$ cat src/rtl/regfile_pkg.sv
`timescale 1ns/1ps
package regfile_pkg;
  localparam int LEN_W = 3;

  typedef struct packed {
    logic             genWe;
    logic             pcStep;
    logic [LEN_W-1:0] stepBytes;
    logic             spDec;
    logic             spInc;
    logic             flagLoad;
    logic             pushAddr;
  } rfCtrl_t;
endpackage

$ cat src/rtl/regfile_ctrl.sv
`timescale 1ns/1ps
module regfile_ctrl
  import regfile_pkg::*;
#(
  parameter int NUM_REGS = 16,
  parameter int PC_IDX   = 0,
  parameter int SP_IDX   = 1,
  parameter int SR_IDX   = 2,
  localparam int ADDR_W  = $clog2(NUM_REGS)
) (
  input  logic              wrEn,
  input  logic [ADDR_W-1:0] wrAddr,
  input  logic              pcAdvance,
  input  logic [LEN_W-1:0]  advLen,
  input  logic              pushReq,
  input  logic              popReq,
  input  logic              flagWrEn,
  output rfCtrl_t           ctrl,
  output logic              lenError
);
  logic legalLen;
  logic wrPc;
  logic wrSp;
  logic wrSr;

  always_comb begin
    legalLen = (advLen == LEN_W'(2)) || (advLen == LEN_W'(4)) || (advLen == LEN_W'(6));
    wrPc     = wrEn && (wrAddr == ADDR_W'(PC_IDX));
    wrSp     = wrEn && (wrAddr == ADDR_W'(SP_IDX));
    wrSr     = wrEn && (wrAddr == ADDR_W'(SR_IDX));

    ctrl.genWe     = wrEn;
    ctrl.pcStep    = pcAdvance && !wrPc;
    ctrl.stepBytes = legalLen ? advLen : LEN_W'(2);
    ctrl.spDec     = pushReq && !wrSp;
    ctrl.spInc     = popReq && !pushReq && !wrSp;
    ctrl.flagLoad  = flagWrEn && !wrSr;
    ctrl.pushAddr  = pushReq;

    lenError = pcAdvance && !legalLen;
  end
endmodule

$ cat src/rtl/regfile_datapath.sv
`timescale 1ns/1ps
module regfile_datapath
  import regfile_pkg::*;
#(
  parameter int DATA_W   = 16,
  parameter int NUM_REGS = 16,
  parameter int FLAG_W   = 4,
  parameter int PC_IDX   = 0,
  parameter int SP_IDX   = 1,
  parameter int SR_IDX   = 2,
  localparam int ADDR_W  = $clog2(NUM_REGS)
) (
  input  logic              clk,
  input  logic              rst,
  input  logic [DATA_W-1:0] resetVector,
  input  rfCtrl_t           ctrl,
  input  logic [ADDR_W-1:0] wrAddr,
  input  logic [DATA_W-1:0] wrData,
  input  logic [FLAG_W-1:0] flagIn,
  input  logic [ADDR_W-1:0] rdAddrA,
  input  logic [ADDR_W-1:0] rdAddrB,
  output logic [DATA_W-1:0] rdDataA,
  output logic [DATA_W-1:0] rdDataB,
  output logic [DATA_W-1:0] stackAddr,
  output logic [DATA_W-1:0] pcOut,
  output logic [DATA_W-1:0] spOut,
  output logic [DATA_W-1:0] statusOut
);
  localparam logic [DATA_W-1:0] EVEN_MASK = {{(DATA_W-1){1'b1}}, 1'b0};
  localparam logic [DATA_W-1:0] WORD_STEP = DATA_W'(2);

  logic [NUM_REGS-1:0][DATA_W-1:0] regs;
  logic [DATA_W-1:0] stepExt;

  assign stepExt = {{(DATA_W-LEN_W){1'b0}}, ctrl.stepBytes};

  for (genvar i = 0; i < NUM_REGS; i++) begin : g_reg
    logic [DATA_W-1:0] q;
    logic              hit;
    assign hit     = ctrl.genWe && (wrAddr == ADDR_W'(i));
    assign regs[i] = q;

    if (i == PC_IDX) begin : g_pc
      always_ff @(posedge clk) begin
        if (rst)              q <= resetVector & EVEN_MASK;
        else if (hit)         q <= wrData & EVEN_MASK;
        else if (ctrl.pcStep) q <= (q + stepExt) & EVEN_MASK;
      end
    end else if (i == SP_IDX) begin : g_sp
      always_ff @(posedge clk) begin
        if (rst)              q <= '0;
        else if (hit)         q <= wrData & EVEN_MASK;
        else if (ctrl.spDec)  q <= (q - WORD_STEP) & EVEN_MASK;
        else if (ctrl.spInc)  q <= (q + WORD_STEP) & EVEN_MASK;
      end
    end else if (i == SR_IDX) begin : g_sr
      always_ff @(posedge clk) begin
        if (rst)                q <= '0;
        else if (hit)           q <= wrData;
        else if (ctrl.flagLoad) q <= {q[DATA_W-1:FLAG_W], flagIn};
      end
    end else begin : g_gp
      always_ff @(posedge clk) begin
        if (rst)      q <= '0;
        else if (hit) q <= wrData;
      end
    end
  end

  always_comb begin
    rdDataA   = regs[rdAddrA];
    rdDataB   = regs[rdAddrB];
    pcOut     = regs[PC_IDX];
    spOut     = regs[SP_IDX];
    statusOut = regs[SR_IDX];
    stackAddr = ctrl.pushAddr ? (regs[SP_IDX] - WORD_STEP) : regs[SP_IDX];
  end
endmodule

$ cat src/rtl/cpu_regfile.sv
`timescale 1ns/1ps
module cpu_regfile
  import regfile_pkg::*;
#(
  parameter int DATA_W   = 16,
  parameter int NUM_REGS = 16,
  parameter int FLAG_W   = 4,
  localparam int ADDR_W  = $clog2(NUM_REGS)
) (
  input  logic              clk,
  input  logic              rst,
  input  logic [DATA_W-1:0] resetVector,
  input  logic [ADDR_W-1:0] rdAddrA,
  output logic [DATA_W-1:0] rdDataA,
  input  logic [ADDR_W-1:0] rdAddrB,
  output logic [DATA_W-1:0] rdDataB,
  input  logic              wrEn,
  input  logic [ADDR_W-1:0] wrAddr,
  input  logic [DATA_W-1:0] wrData,
  input  logic              pcAdvance,
  input  logic [2:0]        advLen,
  input  logic              pushReq,
  input  logic              popReq,
  output logic [DATA_W-1:0] stackAddr,
  input  logic              flagWrEn,
  input  logic [FLAG_W-1:0] flagIn,
  output logic [DATA_W-1:0] pcOut,
  output logic [DATA_W-1:0] spOut,
  output logic [DATA_W-1:0] statusOut,
  output logic              lenError
);
  rfCtrl_t ctrl;

  regfile_ctrl #(
    .NUM_REGS(NUM_REGS)
  ) ctrl_i (
    .wrEn     (wrEn),
    .wrAddr   (wrAddr),
    .pcAdvance(pcAdvance),
    .advLen   (advLen),
    .pushReq  (pushReq),
    .popReq   (popReq),
    .flagWrEn (flagWrEn),
    .ctrl     (ctrl),
    .lenError (lenError)
  );

  regfile_datapath #(
    .DATA_W  (DATA_W),
    .NUM_REGS(NUM_REGS),
    .FLAG_W  (FLAG_W)
  ) dp_i (
    .clk        (clk),
    .rst        (rst),
    .resetVector(resetVector),
    .ctrl       (ctrl),
    .wrAddr     (wrAddr),
    .wrData     (wrData),
    .flagIn     (flagIn),
    .rdAddrA    (rdAddrA),
    .rdAddrB    (rdAddrB),
    .rdDataA    (rdDataA),
    .rdDataB    (rdDataB),
    .stackAddr  (stackAddr),
    .pcOut      (pcOut),
    .spOut      (spOut),
    .statusOut  (statusOut)
  );
endmodule

$ cat config.mk
export PLATFORM = sky130hd
export DESIGN_NAME = cpu_regfile
export DESIGN_NICKNAME = d
export VERILOG_FILES = /design/src/rtl/regfile_pkg.sv /design/src/rtl/regfile_ctrl.sv /design/src/rtl/regfile_datapath.sv /design/src/rtl/cpu_regfile.sv
export SDC_FILE = /design/constraint.sdc
export NUM_CORES = 1
export LEC_CHECK = 0
export BUFFER_PORTS_ARGS = -buffer_cell sky130_fd_sc_hd__buf_2
export CORE_MARGIN = 3
export CORE_UTILIZATION = 55
export CTS_CLUSTER_DIAMETER = 120
export DETAILED_ROUTE_END_ITERATION = 12
export PLACE_DENSITY_LB_ADDON = 0.25
export SLEW_MARGIN = 20
export SYNTH_ARGS = -nofsm -noshare
export SYNTH_HDL_FRONTEND = slang
export SYNTH_SLANG_ARGS = --single-unit
$ cat constraint.sdc
create_clock -name clk -period 10 [get_ports clk]
set_input_delay 3 -clock clk [delete_from_list [all_inputs] [get_ports clk]]
set_output_delay 3 -clock clk [all_outputs]
set_load 0.005 [all_outputs]
# Yosys cells after proc, flatten, opt, wreduce, memory -nomap -nowiden
# Index checks and enable logic that the tools add are counted.
dict set report classes {
  n_eq_ne 18
  magnitude_cmp 2
  mux 14
  n_reduce_logical 33
  add_sub_neg 3
}
# op n
set ops {}
lappend ops {{16-bit two-way mux} 10}
lappend ops {{16-bit binary-select mux with 4-bit select} 2}
lappend ops {{4-bit equality test (second input constant)} 8}
lappend ops {{1-bit logical AND} 22}
lappend ops {{16-bit by 2-bit adder with 16-bit output (second input constant)} 1}
lappend ops {{16-bit by 3-bit adder with 16-bit output} 1}
lappend ops {{4-bit by 3-bit equality test with 1-bit output (second input constant)} 4}
lappend ops {{16-bit by 2-bit subtractor with 16-bit output (second input constant)} 1}
lappend ops {{4-bit by 5-bit < comparator with 1-bit output (second input constant)} 2}
lappend ops {{4-bit by 2-bit equality test with 1-bit output (second input constant)} 2}
lappend ops {{3-bit equality test (second input constant)} 2}
lappend ops {{3-bit nonzero test} 2}
lappend ops {{1-bit zero test} 5}
lappend ops {{4-bit by 1-bit equality test with 1-bit output (second input constant)} 1}
lappend ops {{4-bit zero test} 1}
lappend ops {{4-bit two-way mux} 1}
lappend ops {{3-bit by 2-bit equality test with 1-bit output (second input constant)} 1}
lappend ops {{3-bit two-way mux} 1}
lappend ops {{1-bit logical OR} 2}
lappend ops {{2-bit nonzero test} 1}
dict set report totals {
  elab_cells 87
  out_inout_bits 97
  regBits 254
}

# Depth between registers and ports, before layout
# Gate-level depths: netlist of the first run.
dict set report depth {
  ltp_word 8
  mapped_depth 11
}

# Modules after synthesis
# A second synthesis of the first run with hierarchy kept.
dict set report hier_totals {
  cells_unflattened 1572
  area_unflattened_um2 14312.5
}
# module area_per_inst_um2 cells_per_inst n_inst
set by_module_without_submodules {}
lappend by_module_without_submodules {regfile_datapath 14191.1 1553 1}
lappend by_module_without_submodules {regfile_ctrl 121.4 19 1}

# Worst setup path after synthesis of the first run
# No wires, ideal clock.
dict set report synth_timing {
  path_kind {input port to output port}
  from {in rdAddrA[1]}
  to {out rdDataA[10]}
  slack_ns 2.161
  t_required_ns 7.000
  t_arrival_ns 4.839
  path_stages 5
  path_buffers 3
  path_cell_list {buf_2 > clkbuf_1 > clkbuf_1 > mux4_2 > mux4_2}
}
dict set report synth_via {
  elab_chain_len 2
}
# element line_no
set synth_lines {}
lappend synth_lines {{from (decl)} cpu_regfile.sv:13} ;# input logic [ADDR_W-1:0] rdAddrA,
lappend synth_lines {{16-bit binary-select mux with 4-bit select} regfile_datapath.sv:71} ;# rdDataA = regs[rdAddrA];
lappend synth_lines {{16-bit two-way mux (implied by the code)} regfile_datapath.sv:71}
lappend synth_lines {{to (decl)} cpu_regfile.sv:14} ;# output logic [DATA_W-1:0] rdDataA,
# No other way between the ends. The select of a mux whose other input is x is not followed.

# Worst setup path in the final report of the first run
dict set report layout_timing {
  from {in rdAddrA[0]}
  to {out rdDataA[3]}
}
# Same word-level chain as after synthesis.

==> results of run 1 <==
[registers in the layout, summed over array words and instances, names as in the netlist]
| name | cells |
|---|---|
| dp_i.g.q | 208 |
| dp_i.pcOut | 15 |
| dp_i.spOut | 15 |
| dp_i.statusOut | 16 |
[worst paths after layout]
| kind | start | end |
|---|---|---|
| max | rdAddrA[0] | rdDataA[3] |
| min | dp_i.g_reg[10].q[10] | dp_i.g_reg[10].q[10] |
| max reg2reg | dp_i.pcOut[2] | dp_i.pcOut[15] |
| min reg2reg | dp_i.g_reg[10].q[10] | dp_i.g_reg[10].q[10] |
[cells in the final DEF (no fill, tap or decap), types with 4 or more instances in the layout]
cell                        count
sky130_fd_sc_hd__o21ai_0       13
sky130_fd_sc_hd__clkbuf_16     27
sky130_fd_sc_hd__a221oi_1       6
sky130_fd_sc_hd__and3_1         5
sky130_fd_sc_hd__a21oi_1      232
sky130_fd_sc_hd__nand3_1       16
sky130_fd_sc_hd__nand4_1        9
sky130_fd_sc_hd__mux2i_1       14
sky130_fd_sc_hd__dfxtp_1      239
sky130_fd_sc_hd__a211oi_1      11
sky130_fd_sc_hd__xor2_1        20
sky130_fd_sc_hd__nand2_1      487
sky130_fd_sc_hd__mux4_2       158
sky130_fd_sc_hd__nand2b_1       6
sky130_fd_sc_hd__edfxtp_1      15
sky130_fd_sc_hd__nand3b_1       5
sky130_fd_sc_hd__inv_1         12
sky130_fd_sc_hd__nor3_1        20
sky130_fd_sc_hd__nor2_1        35
sky130_fd_sc_hd__ha_1           4
sky130_fd_sc_hd__nor4_1         5
sky130_fd_sc_hd__nor2_2         7
sky130_fd_sc_hd__nor2b_1        7
sky130_fd_sc_hd__clkbuf_8       5
sky130_fd_sc_hd__clkbuf_1      12
sky130_fd_sc_hd__buf_2        145
sky130_fd_sc_hd__xnor2_1       18
sky130_fd_sc_hd__nor4b_1        4
sky130_fd_sc_hd__buf_4         10
[worst register-to-register path, stage by stage (launching register included)]
cell                       delay [ps]
sky130_fd_sc_hd__edfxtp_1         540
sky130_fd_sc_hd__inv_1            110
sky130_fd_sc_hd__fa_1             570
sky130_fd_sc_hd__nand2b_1         190
sky130_fd_sc_hd__nor4_1           510
sky130_fd_sc_hd__xor2_1           140
sky130_fd_sc_hd__mux2i_1          170
sky130_fd_sc_hd__o21ai_0          100
[area by class of cell]
cell class | instances | area (µm²)
Fill cell | 2127 | 9570
Multi-Input combinational cell | 1132 | 8360
Sequential cell | 254 | 5240
Timing Repair Buffer | 158 | 855
Clock buffer | 43 | 776
Tap cell | 330 | 413
Inverter | 12 | 45.0
Clock inverter | 1 | 5.00
Antenna cell | 2 | 5.00
[kinds of logic (layout without fill, tap and decap cells)]
group,count (synthesis),after routing,synth area share [%]
other,1,5,0.0265
XOR/XNOR,38,38,2.35
AO/OA/AOI/OAI,282,282,10.8
adder cells (fa/ha/maj),5,5,0.495
buffers and inverters,164,214,4.64
AND/OR/NAND/NOR,632,632,18.6
flip-flops,254,254,37.0
multiplexers,172,172,26.1
[where the power goes]
group | internal (mW) | total (mW) | switching [mW]
Combinational | 0.162 | 0.372 | 0.210
Sequential | 1.05 | 1.11 | 0.0622
Clock | 0.524 | 0.924 | 0.400
Total | 1.74 | 2.41 | 0.673
[per-layer routing]
layer | vias up | GRT usage, % | routed length, µm | part of all wire (%)
met5 | - | 0 | 13 | 0.026
met4 | 2 | 19.8 | 3450 | 7.0
met3 | 208 | 7.48 | 5960 | 12
met2 | 891 | 54.3 | 22500 | 46
met1 | 6117 | 44.2 | 17200 | 35
li1 | 5542 | - | - | -
==> Implementation_results.wiki, run 1 <==
{| class="wikitable"
! Metric !! Value
|-
| Endpoint required time on the critical path || 7000 ps
|-
| Later-pin clock latency in the skew report || 540 ps
|-
| Vias in the first global route || 12300
|-
| Final cycle utilization of the critical path || 81.9%
|-
| Total clock buffers created by CTS || 27
|-
| Vias after detailed routing || 12800
|-
| Final Instance Area || 0.0157 mm²
|-
| Minimum setup slack among reg-to-reg paths || 7390 ps
|-
| Total track usage || 34.4%
|-
| Layout-stage area growth over the synthesis result || 10.7%
|-
| Dominant register cell in the synthesized netlist || sky130_fd_sc_hd__dfxtp_1
|-
| Worst Reg2Reg Path Length in Cells || 7
|-
| Maximum vdd ir drop || 106 µV
|-
| Critical Path Fanout Max || 37
|-
| Setup-failing EPs final || 0
|-
| Power density over cell area || 154 mW/mm²
|-
| Average routed wire per standard cell || 25.5 µm
|-
| Width of the chip || 166 µm
|-
| Max capacitance violation total || 0
|-
| Effective utilization at floorplan || 56.1%
|-
| Routability Congestion || 0.914
|-
| Mean cell area of the mapped netlist || 9.15 µm²
|-
| Largest stage delay on the critical path || 590 ps
|-
| Clock tree from TritonCTS || yes
|-
| Vias per Instance || 6.60
|-
| Share of the core filled with cells in the final layout || 62.1%
|-
| Share of async-settable or async-resettable flops after synthesis || 0%
|-
| Standard cell area after detailed placement || 0.0149 mm²
|-
| Reported leakage power || 5.51 nW
|-
| Maximum frequency from static timing analysis || 122 MHz
|-
| Cell family with most CP delay || multiplexers
|-
| Cell types occupying the most area after synthesis || sky130_fd_sc_hd__dfxtp_1, sky130_fd_sc_hd__mux4_2, sky130_fd_sc_hd__nand2_1
|-
| Critical path cell sequence || buf_4 > buf_12 > mux4_2 > mux4_2 > buf_2
|-
| Die extent in y || 166 µm
|-
| Number of synthesis warnings || 0
|-
| CTS Hold Bufs || 0
|-
| Clock transition at the registers of the reported paths || 60 ps
|-
| Number of design rule violations left after detail routing || 0
|-
| Number of cells in the finished layout apart from fillers || 1932
|-
| RSZ-0062 raised after global routing || no
|-
| Max_slew headroom || 14.1%
|-
| Top cell by count, worst path || sky130_fd_sc_hd__mux4_2
|-
| Worst hold margin || 465 ps
|-
| Area of the die || 0.0277 mm²
|-
| Congestion Overflow GR || 0
|-
| Fraction of final layout cells with drive strength greater than 1 || 23.1%
|-
| Worst setup slack before clock tree synthesis || 1790 ps
|-
| Netlist Area Pre-Place || 0.0142 mm²
|-
| Summed negative setup slack over all endpoints || 0 ps
|-
| Worst clock skew on the final layout || 14.5 ps
|-
| Hold WC Path Type || flip-flop to flip-flop
|-
| Post-layout net count || 1648
|-
| Synth unique cells || 57
|-
| Critical Path Source Type || primary input
|-
| Crit Path Class || primary input to output pin
|-
| Antenna violations before repair || 2
|-
| Root Driver || sky130_fd_sc_hd__clkbuf_16
|-
| Buffers and inverters on the worst path || 3
|-
| Boundary Pins || 155
|-
| Min Tclk post-route || 8190 ps
|-
| Sink Count || 254
|-
| # resized after CTS || 0
|-
| DP HPWL || 30.8 mm
|-
| Placed cells || 1886
|-
| Max stage delay cell, worst path || sky130_fd_sc_hd__buf_4
|-
| Sequential element share of the synthesized area || 37.0%
|-
| Detailed router's first-iteration violation count || 1519
|-
| Number of synthesized register bits || 254
|-
| Share of the synthesized area in the top cell type || 33.8%
|-
| Worst hold stages || 2
|-
| Standard-cell rows || 58
|-
| Setup repair bufs after CTS || 0
|-
| H-Tree Depth || 1
|-
| Number of enable-type register cells in the synthesized netlist || 15
|-
| Cell accounting for the most synthesized area || sky130_fd_sc_hd__dfxtp_1
|-
| Final hold vios || 0
|-
| Global-route wire length before repair || 73.7 mm
|-
| Placeable core area || 0.0253 mm²
|-
| Most frequent cells after synthesis || sky130_fd_sc_hd__nand2_1, sky130_fd_sc_hd__dfxtp_1, sky130_fd_sc_hd__a21oi_1
|-
| Number of antenna-violating nets in the routed design || 0
|-
| Worst setup EP type || output pin
|-
| Count of mapped cells out of synthesis || 1548
|-
| Arr. time, crit path || 5190 ps
|-
| Most repeated cell in the gate-level netlist after synthesis || sky130_fd_sc_hd__nand2_1
|-
| Transition time at the pin with the least slew margin || 1280 ps
|-
| Final setup margin || 1810 ps
|-
| Status || completed
|-
| Number of iterations in the first detailed-routing pass || 5
|-
| Largest net degree at the start of global routing || 99
|-
| Port Buffer Count || 150
|-
| Wire length after detailed routing || 49.2 mm
|-
| Total power of the final layout || 2.41 mW
|-
| Critical Path Stages || 5
|-
| Fin. max-slew vios || 0
|-
| Buffers from clock root to sink, at most || 3
|}
Power figures use the tool's default switching activity.
==> inputs of run 2 (changes only) <==
- ABC_AREA: unset -> 1
- clock period: 10 -> 8.5 ns (I/O delays scaled with it)
==> run 2 against run 1 <==
  * First-iteration DRC count rose by 46%
  * Clock skew decreased by 7.6 ps
  * Hold slack got worse by 9.7 ps
  * Critical path depth rose by 2
  * Core utilization shrank 0.21 points
  * Routed wire length rose by 11%
  * Flip-flop and latch count stayed put
  * Combinational power rose by 43%
  * Synthesized cell count up 46%
==> Implementation_results.wiki, run 2 <==
{| class="wikitable"
! Metric !! Value
|-
| Most frequent cells after synthesis || sky130_fd_sc_hd__o21ai_0, sky130_fd_sc_hd__a21oi_1, sky130_fd_sc_hd__nor2_1
|-
| Post-layout net count || 2330
|-
| Maximum frequency from static timing analysis || 134 MHz
|-
| Maximum vdd ir drop || 152 µV
|-
| Worst R2R End || dp_i.pcOut[15]
|-
| Fraction of final layout cells with drive strength greater than 1 || 10.5%
|-
| Max reg flops || 208
|-
| Commonest cells after routing, fill and taps aside || sky130_fd_sc_hd__o21ai_0, sky130_fd_sc_hd__a21oi_1, sky130_fd_sc_hd__nor2_1
|-
| Boundary Pins || 155
|-
| Dominant register cell in the synthesized netlist || sky130_fd_sc_hd__dfxtp_1
|-
| Transition time at the pin with the least slew margin || 1060 ps
|-
| Number of synthesis warnings || 0
|-
| RSZ-0062 raised after global routing || no
|-
| Most flops, register || dp_i.g.q
|-
| Mean cell area of the mapped netlist || 6.52 µm²
|-
| Synth unique cells || 39
|-
| Congestion Overflow GR || 0
|-
| Placeable core area || 0.0262 mm²
|-
| Worst setup EP type || output pin
|-
| Wire length after detailed routing || 54.7 mm
|-
| Number of synthesized register bits || 254
|-
| Sequential element share of the synthesized area || 35.4%
|-
| Worst clock skew on the final layout || 6.89 ps
|-
| Fin. max-slew vios || 0
|-
| Critical Path Source Type || primary input
|-
| Port Buffer Count || 150
|-
| Status || completed
|-
| Routability Congestion || 0.970
|-
| Final Instance Area || 0.0162 mm²
|-
| Number of antenna-violating nets in the routed design || 0
|-
| Setup repair bufs after CTS || 0
|-
| Final setup margin || 1030 ps
|-
| Width of the chip || 170 µm
|-
| Reported leakage power || 6.54 nW
|-
| Standard-cell rows || 59
|-
| Setup-failing EPs final || 0
|-
| Total clock buffers created by CTS || 30
|-
| Power density over cell area || 188 mW/mm²
|-
| Source of the worst hold timing path || dp_i.g_reg[12].q[1]
|-
| Crit Path Class || primary input to output pin
|-
| Worst Hold Path EP || dp_i.g_reg[12].q[1]
|-
| Number of design rule violations left after detail routing || 0
|-
| Final hold vios || 0
|-
| Min Tclk post-route || 7470 ps
|-
| Cell types occupying the most area after synthesis || sky130_fd_sc_hd__dfxtp_1, sky130_fd_sc_hd__o21ai_0, sky130_fd_sc_hd__a21oi_1
|-
| Later-pin clock latency in the skew report || 560 ps
|-
| Number of cells in the finished layout apart from fillers || 2626
|-
| Critical Path Start || rdAddrA[0]
|-
| Root Driver || sky130_fd_sc_hd__clkbuf_16
|-
| Most common library cell in the layout ignoring fill and taps || sky130_fd_sc_hd__o21ai_0
|-
| Summed negative setup slack over all endpoints || 0 ps
|-
| Average routed wire per standard cell || 20.8 µm
|-
| Antenna violations before repair || 2
|-
| Clock transition at the registers of the reported paths || 60 ps
|-
| Endpoint required time on the critical path || 5950 ps
|-
| Max_slew headroom || 29.5%
|-
| Sink Count || 254
|-
| Detailed router's first-iteration violation count || 2225
|-
| Minimum setup slack among reg-to-reg paths || 5960 ps
|-
| H-Tree Depth || 1
|-
| Share of async-settable or async-resettable flops after synthesis || 0%
|-
| Clock tree from TritonCTS || yes
|-
| Hold WC Path Type || flip-flop to flip-flop
|-
| Standard cell area after detailed placement || 0.0153 mm²
|-
| Share of the synthesized area in the top cell type || 32.4%
|-
| Netlist Area Pre-Place || 0.0148 mm²
|-
| Largest net degree at the start of global routing || 153
|-
| Total track usage || 36.2%
|-
| Global-route wire length before repair || 83.9 mm
|-
| Vias per Instance || 6.38
|-
| Max capacitance violation total || 0
|-
| CTS Hold Bufs || 0
|-
| Cell accounting for the most synthesized area || sky130_fd_sc_hd__dfxtp_1
|-
| Worst hold stages || 2
|-
| Vias after detailed routing || 16700
|-
| Layout-stage area growth over the synthesis result || 9.81%
|-
| DP HPWL || 34.2 mm
|-
| # resized after CTS || 0
|-
| Share of the core filled with cells in the final layout || 61.9%
|-
| Number of enable-type register cells in the synthesized netlist || 15
|-
| Reg-to-reg startpoint || dp_i.pcOut[1]
|-
| Final cycle utilization of the critical path || 87.9%
|-
| Buffers from clock root to sink, at most || 3
|-
| Arr. time, crit path || 4920 ps
|-
| Vias in the first global route || 14800
|-
| Number of iterations in the first detailed-routing pass || 6
|-
| Count of mapped cells out of synthesis || 2265
|-
| Effective utilization at floorplan || 56.4%
|-
| Placed cells || 2570
|-
| Critical Path Fanout Max || 92
|-
| Area of the die || 0.0289 mm²
|-
| Worst setup slack before clock tree synthesis || 1210 ps
|-
| Worst Reg2Reg Path Length in Cells || 13
|-
| Most repeated cell in the gate-level netlist after synthesis || sky130_fd_sc_hd__o21ai_0
|-
| Die extent in y || 170 µm
|}
-- run 2: how the worst max path moves through the flow --
stage / slack (ps) / to / depth (start not counted)
finish: 1030 / rdDataA[1] / 7
global route: 940 / rdDataA[5] / 7
CTS: 1200 / rdDataA[8] / 7
detailed placement: 1210 / rdDataA[8] / 7
global placement: 1260 / rdDataA[5] / 7
floorplan: 2400 / rdDataB[10] / 8
-- run 2: cell type report --
cell class                 count  area (µm²)
sequential                   254        5240
fill                        2446        9980
antenna                        1        2.50
inverter                     169         639
tap                          335         419
timing repair buffer         176         996
clock buffer                  51         901
multi-input combinational   1636        8010
clock inverter                 4        26.3
-- run 2: where the power goes --
part           total [mW]  internal, mW  switching [mW]
clock                1.22         0.714           0.511
sequential           1.30          1.25          0.0549
combinational       0.532         0.166           0.366
-- run 2: cells by family after synthesis --
kind of cell / count (synthesis) / share of synthesized area, %
AND/OR/NAND/NOR: 589 / 16.3
XOR/XNOR: 11 / 0.652
adder cells (fa/ha/maj): 5 / 0.474
flip-flops: 254 / 35.4
AO/OA/AOI/OAI: 1028 / 36.7
buffers and inverters: 377 / 10.4
other: 1 / 0.0254
-- run 2: critical path, stage by stage --
cell and delay [ps]:
sky130_fd_sc_hd__buf_6 480, sky130_fd_sc_hd__inv_2 610, sky130_fd_sc_hd__o21ai_0 320, sky130_fd_sc_hd__o21ai_0 110
sky130_fd_sc_hd__o22ai_1 440, sky130_fd_sc_hd__o21ai_1 170, sky130_fd_sc_hd__buf_2 170
-- run 2: stage by stage --
stage               total power [mW]  hold slack [ps]
floorplan                       1.64              430
global placement                1.83              441
detailed placement              1.84              446
CTS                             3.04              455
global route                    3.17              469
finish                          3.06              455
-- run 2: per-layer routing --
| metal | global-route usage (%) | wire length, µm | vias up |
|---|---|---|---|
| met2 | 54.4 | 23200 | 1143 |
| met3 | 4.92 | 6750 | 204 |
| met4 | 20.0 | 3640 | 0 |
| li1 | - | - | 7759 |
| met5 | 0 | 0 | - |
| met1 | 50.5 | 21200 | 7641 |
